[src/rtl/intmask_ctl.sv]
module intmask_ctl (
  input  logic       clk,
  input  logic       rst_n,
  input  logic       wr_en,
  input  logic [7:0] wr_data,
  input  logic       int_en,
  input  logic       irq_edge_in,
  input  logic       irq_hi_in,
  input  logic       irq_lo_in,
  input  logic       edge_ack,
  input  logic       ser_in,
  output logic       ser_out,
  output logic       svc_edge,
  output logic       svc_hi,
  output logic       svc_lo,
  output logic [2:0] svc_top,
  output logic [7:0] status
);
  logic [2:0] mask;
  logic [2:0] sync;
  logic       edge_pend;
  logic       rise;
  logic       sw_clear;

  assign rise     = sync[1] & ~sync[2];
  assign sw_clear = wr_en & wr_data[4];

  always_ff @(posedge clk or negedge rst_n) begin
    if (!rst_n) begin
      mask      <= 3'b111;
      ser_out   <= 1'b0;
      sync      <= 3'b000;
      edge_pend <= 1'b0;
    end else begin
      sync <= {sync[1:0], irq_edge_in};
      if (wr_en && wr_data[3]) mask <= wr_data[2:0];
      if (wr_en && wr_data[6]) ser_out <= wr_data[7];
      if (rise) edge_pend <= 1'b1;
      else if (edge_ack || sw_clear) edge_pend <= 1'b0;
    end
  end

  assign svc_edge = edge_pend & ~mask[2] & int_en;
  assign svc_hi   = irq_hi_in & ~mask[1] & int_en;
  assign svc_lo   = irq_lo_in & ~mask[0] & int_en;

  assign svc_top = svc_edge ? 3'b100 :
                   svc_hi   ? 3'b010 :
                   svc_lo   ? 3'b001 : 3'b000;

  assign status = {ser_in, edge_pend, irq_hi_in, irq_lo_in, int_en, mask};
endmodule


[config.mk]
export PLATFORM = sky130hd
export DESIGN_NAME = intmask_ctl
export DESIGN_NICKNAME = d
export VERILOG_FILES = /design/src/rtl/intmask_ctl.sv
export SDC_FILE = /design/constraint.sdc
export NUM_CORES = 1
export LEC_CHECK = 0
export BUFFER_PORTS_ARGS = -buffer_cell sky130_fd_sc_hd__buf_4
export CELL_PAD_IN_SITES_DETAIL_PLACEMENT = 0
export CELL_PAD_IN_SITES_GLOBAL_PLACEMENT = 1
export CORE_MARGIN = 3
export CORE_UTILIZATION = 26
export CTS_CLUSTER_SIZE = 14
export DETAILED_ROUTE_END_ITERATION = 12
export HOLD_SLACK_MARGIN = 0.15
export MAX_ROUTING_LAYER = met4
export PLACE_DENSITY_LB_ADDON = 0.25
export RECOVER_POWER = 100
export SYNTH_ARGS = -nofsm -noshare
export SYNTH_HDL_FRONTEND = slang
export SYNTH_SLANG_ARGS = --single-unit
export TNS_END_PERCENT = 100
[constraint.sdc]
create_clock -name clk -period 1.2 [get_ports clk]
set_input_delay 0.18 -clock clk [delete_from_list [all_inputs] [get_ports clk]]
set_output_delay 0.18 -clock clk [all_outputs]
set_load 0.005 [all_outputs]
# Yosys cells after proc, flatten, opt, wreduce, memory -nomap -nowiden
# Index checks and enable logic that the tools add are counted.
# op_classes
mux	5
bitwise	12
reduce_logical	4
# ops
op	count
bitwise AND 1 bit	8
inverter 1 bit	4
two-way mux 1 bit	3
two-way mux 3 bit	1
logical AND 1 bit	2
two-way mux 2 bit	1
nonzero test 2 bit	1
logical OR 1 bit	1
# totals
register_bits	8
inputBits	17
output_inout_bits	15

# Logic depth before layout (Yosys ltp)
# Gate-level depths: netlist of the first run.
# depth
ltp_word	6
ltp_mapped	2

# Least setup slack after synthesis of the first run
# Ideal clock, no wire load.
# synth_path
kind	reg-to-output
from	reg mask[2]
to	out svc_top[2]
t_arrival_ns	0.924
required_time_ns	1.020
setup_slack_ns	0.096
path_stages_with_launch	3
n_path_buf	1
cell_sequence	dfstp_2 -> and3b_2 -> buf_4
# synth_via
elab_chain_len	4
# synth_lines
element	line_no	source
from (decl)	19	logic [2:0] mask;
from (signal assigned)	36	if (wr_en && wr_data[3]) mask <= wr_data[2:0];
inverter 1 bit	43	assign svc_edge = edge_pend & ~mask[2] & int_en;
bitwise AND 1 bit (2 in a row)	43	
via svc_edge	13	output logic svc_edge,
two-way mux 3 bit	47	assign svc_top = svc_edge ? 3'b100 :
to (decl)	16	output logic [2:0] svc_top,
# The timed path passes the listed nets, and every way through them passes these cells.

# Final worst setup path of the first run
# layout_path
from	reg mask[1]
to	out svc_top[0]
# layout_via
elab_chain_len	5
# layout_lines
element	line_no	source
inverter 1 bit	44	assign svc_hi = irq_hi_in & ~mask[1] & int_en;
bitwise AND 1 bit (2 in a row)	44	
two-way mux 2 bit	48	svc_hi ? 3'b010 :
two-way mux 3 bit	47	
# Every way passes these cells.

==> results of run 1 <==
==> cells by family (layout without fill, tap and decap cells) <==
kind of cell	count (synthesis)	in the layout	share of synthesized area
AND/OR/NAND/NOR	9	9	0.1502
flip-flops	8	8	0.4895
multiplexers	4	4	0.1351
buffers and inverters	9	44	0.1351
AO/OA/AOI/OAI	2	2	0.09010
==> power breakdown <==
group	internal (uW)	switching, uW	leakage (uW)	total [uW]
Combinational	149	68.0	0.000250	217
Sequential	310	23.1	0.0000906	333
Clock	127	91.4	0.0000150	219
Total	586	183	0.000356	768
==> flip-flops by register name (all words and copies together), names as in the netlist <==
name       count
mask           3
sync           3
edge_pend      1
ser_out        1
==> per-layer routing <==
metal / vias up / track usage
li1: 170 / -
met1: 154 / 0.09880
met2: 21 / 0.1401
met3: 2 / 0.03557
met4: 0 / 0.08523
met5: - / -
==> layout make-up <==
| cell class | count | share of cell area |
|---|---|---|
| flip-flops and latches | 8 | 0.2900 |
| clock buffers | 4 | 0.03737 |
| well taps | 15 | 0.02669 |
| multi-input cells | 15 | 0.2224 |
| repair buffers | 37 | 0.4075 |
| inverters | 3 | 0.01601 |
==> per-stage QoR <==
| step | cells | setup slack [ns] | power (uW) | hold WS (ns) | setup TNS, ns |
|---|---|---|---|---|---|
| floorplan | 32 | 0.09595 | 424.0 | -0.1156 | 0 |
| global placement | 72 | -0.02022 | 538.9 | 0.0009943 | -0.02022 |
| detailed placement | 72 | -0.02588 | 541.4 | 0.0006340 | -0.02588 |
| CTS | 82 | -0.2593 | 797.5 | 0.1567 | -0.9780 |
| global route | 82 | -0.3041 | 821.8 | 0.1614 | -1.161 |
| finish | 82 | -0.2361 | 768.3 | 0.1697 | -0.8437 |
==> worst paths after layout <==
| kind | start | slack (ns) | endpoint |
|---|---|---|---|
| worst max-delay path | mask[1] | -0.24 | svc_top[0] |
| worst min-delay path | wr_data[1] | 0.17 | mask[1] |
| worst max register to register | mask[1] | 0.26 | mask[1] |
| worst min register to register | sync[0] | 0.36 | sync[1] |
| max in group asynchronous | rst_n | 0.51 | mask[1] |
| min in group asynchronous | rst_n | 0.36 | ser_out |
==> placed cells by master, fill, tap and decap left out <==
| cell | instances |
|---|---|
| dfstp_2 | 3 |
| dfrtp_1 | 5 |
| clkbuf_4 | 12 |
| nand2_2 | 1 |
| nor2b_2 | 1 |
| mux2_2 | 1 |
| nor2_1 | 1 |
| buf_6 | 2 |
| mux2_4 | 3 |
| nand2_1 | 3 |
| and3b_2 | 1 |
| dlygate4sd3_1 | 5 |
| nor2b_4 | 1 |
| inv_1 | 2 |
| clkbuf_1 | 4 |
| and3b_1 | 1 |
| a32o_1 | 1 |
| buf_4 | 18 |
| inv_2 | 1 |
| a2111oi_4 | 1 |
==> timing repair <==
item                                   in CTS  in global routing
buffers inserted                            1                  0
setup endpoints to repair                   7                  8
endpoints found under the hold margin      12                  0
hold buffers                                5                  0
resized for setup                           2                  1
pin swaps                                   2                  0
==> impl_metrics.csv, run 1 <==
group,metric,value,unit
logic_synthesis,synth_ff_type,"dfrtp_1",
sta,worst_pin_slew,0.4114,ns
routing,avgViaCountPerCell,4.232,
die,fp-row-count,13,
routing,via_count,347,
clock_network,clockBufferDepth,2,
die,die_x,46.03,um
clock_network,cts_max_level,1,
logic_synthesis,synth.distinct_cells,15,
finish,utilization,0.5027,
sta,period_share,1.197,
worst_hold_path,hold_class,"primary input to register",
global_route,grt_pass1_wl,1.331,mm
routing,route.detailed.drc,0,
place,hpwl,667.8,um
clock_network,worstSkewPairLatency,0.25,ns
sta,fin_ws,-0.2361,ns
finish,nFillCells,144,
critical_path,cp.depth,3,
clock_network,root_buffer,"clkbuf_4",
clock_network,cts_buffers,3,
die,core,1399,um^2
sta,hold_viol,0,
finish,multi_input_area,156.4,um^2
place,io_buffers,28,
critical_path,crit_fanout,3,
clock_network,cts_tree,"yes",
logic_synthesis,synth-seq-cells,8,
worst_hold_path,holdPathStages,2,
global_route,grt_util_all_layers,0.09603,
logic_synthesis,yosys-top-cells-area,"dfrtp_1, dfstp_2, buf_4",
global_route,grt_max_degree,9,
place,gp_congestion,0.6035,
global_route,grt_pass1_vias,340,
critical_path,critPathKind,"register to primary output",
finish,layout-drive-gt1-share,0.6716,
die,dieHeight,46.03,um
sta,finalSetupViolCount,5,
finish,num_antenna_cells,0,
run,max_cap_viol_count,0,
routing,firstDrtPassIters,1,
critical_path,crit_required,1.02,ns
die,die_area,2119,um^2
routing,dr.first_iter.drc_count,0,
routing,routed.top_layer,"met4",
routing,wl_met2,367,um
die,num_io_pins,32,
finish,final_nets,85,
clock_network,clkTransAtPathRegs,0.05,ns
status,violations,"negative setup slack",
critical_path,crit_path_start_kind,"register",
logic_synthesis,syn-num-nets,49,
critical_path,max_stage_delay,0.54,ns
logic_synthesis,synth_area,416.7,um^2
logic_synthesis,ys_warn_count,0,
logic_synthesis,synthCells,32,
logic_synthesis,ys_seq_area_frac,0.4895,
critical_path,arrival,1.26,ns
critical_path,slowest_stage,"dfstp_2",
critical_path,crit_chain,"inv_2 -> a2111oi_4 -> buf_4",
sta,final_max_slew_viol_count,0,
logic_synthesis,synth_top_area_cell,"dfrtp_1",
clock_network,cts.sinks,8,
sta,relSlewSlack,0.7257,
global_route,overflow,0,
status,status,"complete, but fails checks",
routing,wl_met1,342,um
routing,routed-wl-met3,100,um
routing,detail_route.wirelength,816,um
logic_synthesis,synth-async-reset-ratio,1.000,
logic_synthesis,syn_area_per_cell,13.02,um^2
critical_path,critical-path-top-delay-family,"flip-flops",
finish,area_delta_synth_final,68.77,%
critical_path,worstSetupEndpointType,"primary output",
pwr,power_density,1093,nW/um^2
die,start_util,0.2979,
pwr,ir_worst_vdd,0.5684,mV
sta,timing.fmax,0.6964,GHz
critical_path,critPathBufInv,2,
place,dpl-instance-area,623.1,um^2
finish,ff_latch_area,203.9,um^2
routing,routedWlPerCell,9.951,um
sta,fin_skew,0.004394,ns
logic_synthesis,synth-edff-count,0,
critical_path,r2r_cells,3,
pwr,p_leak,0.0003559,uW
logic_synthesis,synth_top_area_frac,0.3003,
logic_synthesis,synth_commonest_cells,"buf_4, dfrtp_1",
routing,antenna_left,0,
sta,period_minus_slack,1.436,ns
global_route,antenna_found_initial,0,
logic_synthesis,yosysMostFrequentCell,"buf_4",
finish,fin_area,703.2,um^2
sta,rsz0062_at_grt,"true",
Power figures use the tool's default switching activity.
==> inputs of run 2 (changes only) <==
--- a/config.mk
+++ b/config.mk
@@ -5,11 +5,12 @@
 export SDC_FILE = /design/constraint.sdc
 export NUM_CORES = 1
 export LEC_CHECK = 0
+export ABC_AREA = 1
 export BUFFER_PORTS_ARGS = -buffer_cell sky130_fd_sc_hd__buf_4
 export CELL_PAD_IN_SITES_DETAIL_PLACEMENT = 0
 export CELL_PAD_IN_SITES_GLOBAL_PLACEMENT = 1
 export CORE_MARGIN = 3
-export CORE_UTILIZATION = 26
+export CORE_UTILIZATION = 23
 export CTS_CLUSTER_SIZE = 14
 export DETAILED_ROUTE_END_ITERATION = 12
 export HOLD_SLACK_MARGIN = 0.15
==> run 2 against run 1 <==
Against the previous run: power is 7.7% lower; sequential share of layout area grew 1.9 points; critical path type unchanged; final area is 6.2% lower; the run still ends with negative setup slack left; largest cell class unchanged.
==> impl_metrics.csv, run 2 <==
group,metric,value,unit
status,status,"complete, but fails checks",
status,violations,"negative setup slack",
clock_network,cts_tree,"yes",
sta,whs,0.1684,ns
finish,layout-drive-gt1-share,0.5325,
critical_path,critical-path-top-delay-family,"flip-flops",
global_route,overflow,0,
critical_path,crit_path_start_kind,"register",
logic_synthesis,syn-num-nets,61,
global_route,busiest_layer,"met2",
sta,relSlewSlack,0.7230,
clock_network,clockBufferDepth,2,
place,io_buffers,28,
pwr,power_density,1076,nW/um^2
critical_path,max_stage_delay,0.53,ns
finish,reg.largest.list,"mask: 3 flops, sync: 3 flops",
logic_synthesis,yosysMostFrequentCell,"nand2_1",
die,die_area,2165,um^2
sta,period_share,1.090,
finish,final_nets,95,
place,hpwl,681.1,um
routing,route.detailed.drc,0,
logic_synthesis,synth.distinct_cells,11,
sta,final_max_slew_viol_count,0,
sta,worst_pin_slew,0.4155,ns
critical_path,arrival,1.13,ns
clock_network,root_buffer,"clkbuf_4",
pwr,ir_worst_vdd,0.4263,mV
logic_synthesis,synth-edff-count,0,
routing,detail_route.wirelength,829,um
finish,nFillCells,169,
pwr,power.total,709.2,uW
routing,dr.first_iter.drc_count,0,
routing,avgViaCountPerCell,4.118,
sta,timing.fmax,0.7646,GHz
finish,fin_area,659.4,um^2
sta,finalSetupViolCount,5,
global_route,gr-usage-met2,0.1566,
sta,fin_ws,-0.1079,ns
die,die_x,46.53,um
clock_network,worstSkewPairLatency,0.25,ns
die,fp-row-count,14,
die,num_io_pins,32,
logic_synthesis,syn_area_per_cell,8.588,um^2
logic_synthesis,yosys-top-cells-area,"dfrtp_1, dfstp_2, buf_4",
clock_network,cts_max_level,1,
routing,antenna_left,0,
routing,firstDrtPassIters,1,
critical_path,crit_fanout,2,
logic_synthesis,synth_ff_type,"dfrtp_1",
finish,layout_common_cells,"buf_4, nand2_1, clkbuf_4",
logic_synthesis,synth-seq-cells,8,
global_route,grt_pass1_vias,358,
die,dieHeight,46.53,um
critical_path,critPathKind,"register to primary output",
global_route,grt_util_all_layers,0.08860,
global_route,antenna_found_initial,0,
global_route,grtUsageMet3,0.02734,
clock_network,cts_buffers,3,
critical_path,crit_required,1.02,ns
logic_synthesis,ys_seq_area_frac,0.5397,
critical_path,slowest_stage,"dfstp_2",
finish,final_cells,93,
logic_synthesis,synth_top_area_frac,0.3311,
global_route,grt_max_degree,9,
finish,area_delta_synth_final,74.50,%
worst_hold_path,hold_class,"primary input to register",
place,gp_congestion,0.5802,
sta,fin_skew,0.005881,ns
routing,via_count,383,
critical_path,regToRegSetupSlack,0.20,ns
finish,num_antenna_cells,0,
logic_synthesis,ys_warn_count,0,
critical_path,crit_chain,"inv_2 -> nand3_2 -> nand2_1 -> nor2_1 -> buf_4",
global_route,grt_pass1_wl,1.324,mm
pwr,p_leak,0.0003572,uW
critical_path,critPathBufInv,2,
finish,final_common_cell,"buf_4",
critical_path,worstSetupEndpointType,"primary output",
logic_synthesis,synth_area,377.9,um^2
routing,routedWlPerCell,8.914,um
die,start_util,0.2479,
place,dp.cells,82,
sta,period_minus_slack,1.308,ns
die,core,1524,um^2
place,dpl-instance-area,563.0,um^2
clock_network,cts.sinks,8,
logic_synthesis,synth-async-reset-ratio,1.000,
logic_synthesis,synth_commonest_cells,"nand2_1, buf_4, inv_1",
clock_network,clkTransAtPathRegs,0.06,ns
run,max_cap_viol_count,0,
logic_synthesis,synthCells,44,
finish,utilization,0.4327,
global_route,grt_util_met1,0.08983,
logic_synthesis,synth_top_area_cell,"dfrtp_1",
sta,rsz0062_at_grt,"true",
sta,hold_viol,0,
## run 2: cell types whose count changed in the layout (fill, tap and decap cells not counted), moves of 3 or more
cell	delta
nand2_1	+9
inv_2	+3
mux2_4	-3
buf_4	+3
nor2_1	+3
clkbuf_4	-5
## run 2: kinds of logic (layout without fill, tap and decap cells)
kind of cell / after synthesis / after routing / share of synthesized area
and+or+nand+nor: 22 / 22 / 0.2550
DFF: 8 / 8 / 0.5397
AOI/OAI and AO/OA: 2 / 2 / 0.02649
buffers and inverters: 12 / 45 / 0.1788
## run 2: final timing paths
kind / startpoint / to / cells past startpoint
max: mask[2] / svc_top[0] / 5
min: wr_data[7] / ser_out / 3
max reg2reg: mask[1] / mask[1] / 4
min reg2reg: sync[0] / sync[1] / 0
max in group asynchronous: rst_n / mask[0] / 2
min in group asynchronous: rst_n / sync[0] / 2
## run 2: power by group
group / leakage, uW / total, uW / switching [uW] / internal (uW)
Combinational: 0.000251 / 173 / 64.2 / 109
Sequential: 0.0000913 / 322 / 17.0 / 305
Clock: 0.0000150 / 214 / 87.4 / 127
Total: 0.000357 / 709 / 169 / 541
## run 2: what timing repair did
item,4_1_cts,5_1_grt
hold buffers,4,0
resized for setup,9,0
setup endpoints to repair,5,5
setup buffers,2,1
endpoints found under the hold margin,10,0
## run 2: area by class of cell
cell class              instances  area [um^2]  area share
inverters                       6        22.52     0.03416
flip-flops and latches          8        203.9      0.3093
repair buffers                 35        272.8      0.4137
clock buffers                   4        26.28     0.03985
multi-input cells              24        113.9      0.1727
well taps                      16        20.02     0.03036
## run 2: per-layer routing
| metal | vias to the layer above | wire length, um | share of wire |
|---|---|---|---|
| met1 | 164 | 293 | 0.35 |
| met4 | 0 | 0 | 0 |
| met2 | 23 | 398 | 0.48 |
| met5 | - | 0 | 0 |
| li1 | 196 | - | - |
| met3 | 0 | 137 | 0.17 |
## run 2: worst reg2reg max path, stage by stage, from the launching register on
cell     delay [ns]
dfstp_2        0.53
inv_2          0.05
buf_4          0.12
buf_4          0.12
a21oi_1        0.12
## run 2: metrics by stage
stage | worst slack (ns) | TNS, ns
after global routing | -0.2001 | -0.5954
after CTS | -0.1321 | -0.3537
after detailed placement | 0.1156 | 0
after global placement | 0.1202 | 0
final | -0.1079 | -0.2643
after floorplan | 0.1931 | 0
==> inputs of run 3 (changes only) <==
--- a/config.mk
+++ b/config.mk
@@ -6,13 +6,13 @@
 export NUM_CORES = 1
 export LEC_CHECK = 0
 export ABC_AREA = 1
-export BUFFER_PORTS_ARGS = -buffer_cell sky130_fd_sc_hd__buf_4
 export CELL_PAD_IN_SITES_DETAIL_PLACEMENT = 0
 export CELL_PAD_IN_SITES_GLOBAL_PLACEMENT = 1
-export CORE_MARGIN = 3
-export CORE_UTILIZATION = 23
+export CORE_AREA = 3 3 40 42
 export CTS_CLUSTER_SIZE = 14
 export DETAILED_ROUTE_END_ITERATION = 12
+export DIE_AREA = 0 0 43 45
+export DONT_BUFFER_PORTS = 1
 export HOLD_SLACK_MARGIN = 0.15
 export MAX_ROUTING_LAYER = met4
 export PLACE_DENSITY_LB_ADDON = 0.25
==> run 3 against run 2 <==
Against the previous run: the run still ends with negative setup slack left; clock skew down 0.0058 ns; final area shrank 23%; combinational power is 47% lower; critical path type unchanged; largest power group unchanged.
==> impl_metrics.csv, run 3 (synthesis gave the netlist of run 2 again) <==
group,metric,value,unit
sta,final_max_slew_viol_count,0,
global_route,grt_max_degree,9,
clock_network,cts_max_level,1,
die,die_area,1935,um^2
worst_hold_path,hold_class,"primary input to async pin",
global_route,grt_util_met1,0.09158,
sta,relSlewSlack,0.7660,
routing,via_count,300,
die,start_util,0.2941,
global_route,grtUsageMet3,0.03586,
finish,final_common_cell,"nand2_1",
critical_path,crit_fanout,2,
place,io_buffers,0,
pwr,ir_worst_vdd,0.5589,mV
global_route,busiest_layer,"met2",
routing,antenna_left,0,
sta,fin_skew,0.00004596,ns
finish,nFillCells,129,
global_route,grt_pass1_vias,313,
die,die_x,43,um
sta,rsz0062_at_grt,"true",
global_route,grt_pass1_wl,1.262,mm
status,status,"complete, but fails checks",
finish,final_nets,72,
sta,fin_ws,-0.02990,ns
finish,layout-drive-gt1-share,0.2778,
place,gp_congestion,0.7214,
die,dieHeight,45,um
sta,finalSetupViolCount,2,
clock_network,cts_tree,"yes",
critical_path,arrival,1.05,ns
sta,period_share,1.025,
run,max_cap_viol_count,0,
routing,detail_route.wirelength,799,um
finish,layout_common_cells,"nand2_1, dlygate4sd3_1, dfrtp_1",
finish,num_antenna_cells,0,
routing,avgViaCountPerCell,4.348,
sta,timing.fmax,0.8131,GHz
global_route,gr-usage-met2,0.1497,
clock_network,worstSkewPairLatency,0.25,ns
die,core,1285,um^2
routing,route.detailed.drc,0,
global_route,overflow,0,
routing,routedWlPerCell,11.58,um
clock_network,cts_buffers,3,
sta,hold_viol,0,
critical_path,worstSetupEndpointType,"primary output",
die,fp-row-count,13,
routing,firstDrtPassIters,3,
die,num_io_pins,32,
critical_path,crit_required,1.02,ns
pwr,power_density,1248,nW/um^2
global_route,antenna_found_initial,0,
global_route,grt_util_all_layers,0.09697,
clock_network,clkTransAtPathRegs,0.06,ns
critical_path,critPathKind,"register to primary output",
sta,worst_pin_slew,0.3498,ns
clock_network,cts.sinks,8,
pwr,power.total,634.0,uW
critical_path,crit_path_start_kind,"register",
pwr,p_leak,0.0002496,uW
finish,utilization,0.3953,
finish,ff_latch_area,203.9,um^2
status,violations,"negative setup slack",
finish,area_delta_synth_final,34.44,%
finish,reg.largest.list,"mask: 3 flops, sync: 3 flops",
clock_network,clockBufferDepth,2,
sta,period_minus_slack,1.230,ns
clock_network,root_buffer,"clkbuf_4",
routing,dr.first_iter.drc_count,1,
finish,multi_input_area,118.9,um^2
## run 3: cell types whose count changed in the layout (fill, tap and decap cells not counted), sizes merged
cell,before,now
buf,24,1
clkbuf,11,4
dlygate4sd3,4,11
## run 3: timing repair
action | in CTS | in global routing
setup buffers | 1 | 0
setup endpoints to repair | 4 | 3
resized for setup | 6 | 1
hold buffers | 11 | 0
cloned | 0 | 0
hold endpoints to repair | 14 | 0
## run 3: where the power goes
part	internal, uW	total [uW]	leakage (uW)	switching [uW]
logic	48.0	91.0	0.000143	43.1
clock network	127	216	0.0000150	89.2
registers	305	327	0.0000913	21.8
total	480	634	0.000250	154
## run 3: worst max-delay path: stages, from the launching register on
cell     delay [ns]
dfstp_2        0.54
inv_2          0.04
nand3_2        0.06
nand2_1        0.06
nor2_2         0.10
## run 3: per-layer routing
layer  share of wire  vias to the layer above
li1                -                      147
met1            0.37                      129
met2            0.49                       22
met3            0.12                        2
met4           0.015                        0
met5               0                        -
## run 3: worst paths after layout
path                              start          to  depth (start not counted)  slack, ns
worst max-delay path            mask[2]  svc_top[0]                          4      -0.03
worst min-delay path              rst_n     sync[0]                          1       0.27
worst max register to register  mask[2]     mask[2]                          3       0.31
worst min register to register  sync[0]     sync[1]                          0       0.35
max in group asynchronous         rst_n     mask[2]                          1       0.63
min in group clk                sync[0]     sync[1]                          0       0.35
## run 3: cell type report
| class | count | area share |
|---|---|---|
| Clock buffer | 4 | 0.05172 |
| Inverter | 6 | 0.04433 |
| Multi-Input combinational cell | 24 | 0.2340 |
| Sequential cell | 8 | 0.4015 |
| Tap cell | 15 | 0.03695 |
| Timing Repair Buffer | 12 | 0.2315 |
## run 3: stage by stage
stage	hold slack, ns	setup slack (ns)	TNS, ns	instances	cell area [um^2]
2_1_floorplan	-0.1156	0.1931	0	44	377.9
3_3_place_gp	-0.1154	0.1231	0	53	351.6
3_5_place_dp	-0.1154	0.1293	0	53	351.6
4_1_cts	0.2731	-0.04865	-0.09308	69	505.5
5_1_grt	0.2829	-0.08044	-0.1496	69	508.0
6_report	0.2698	-0.02990	-0.05528	69	508.0
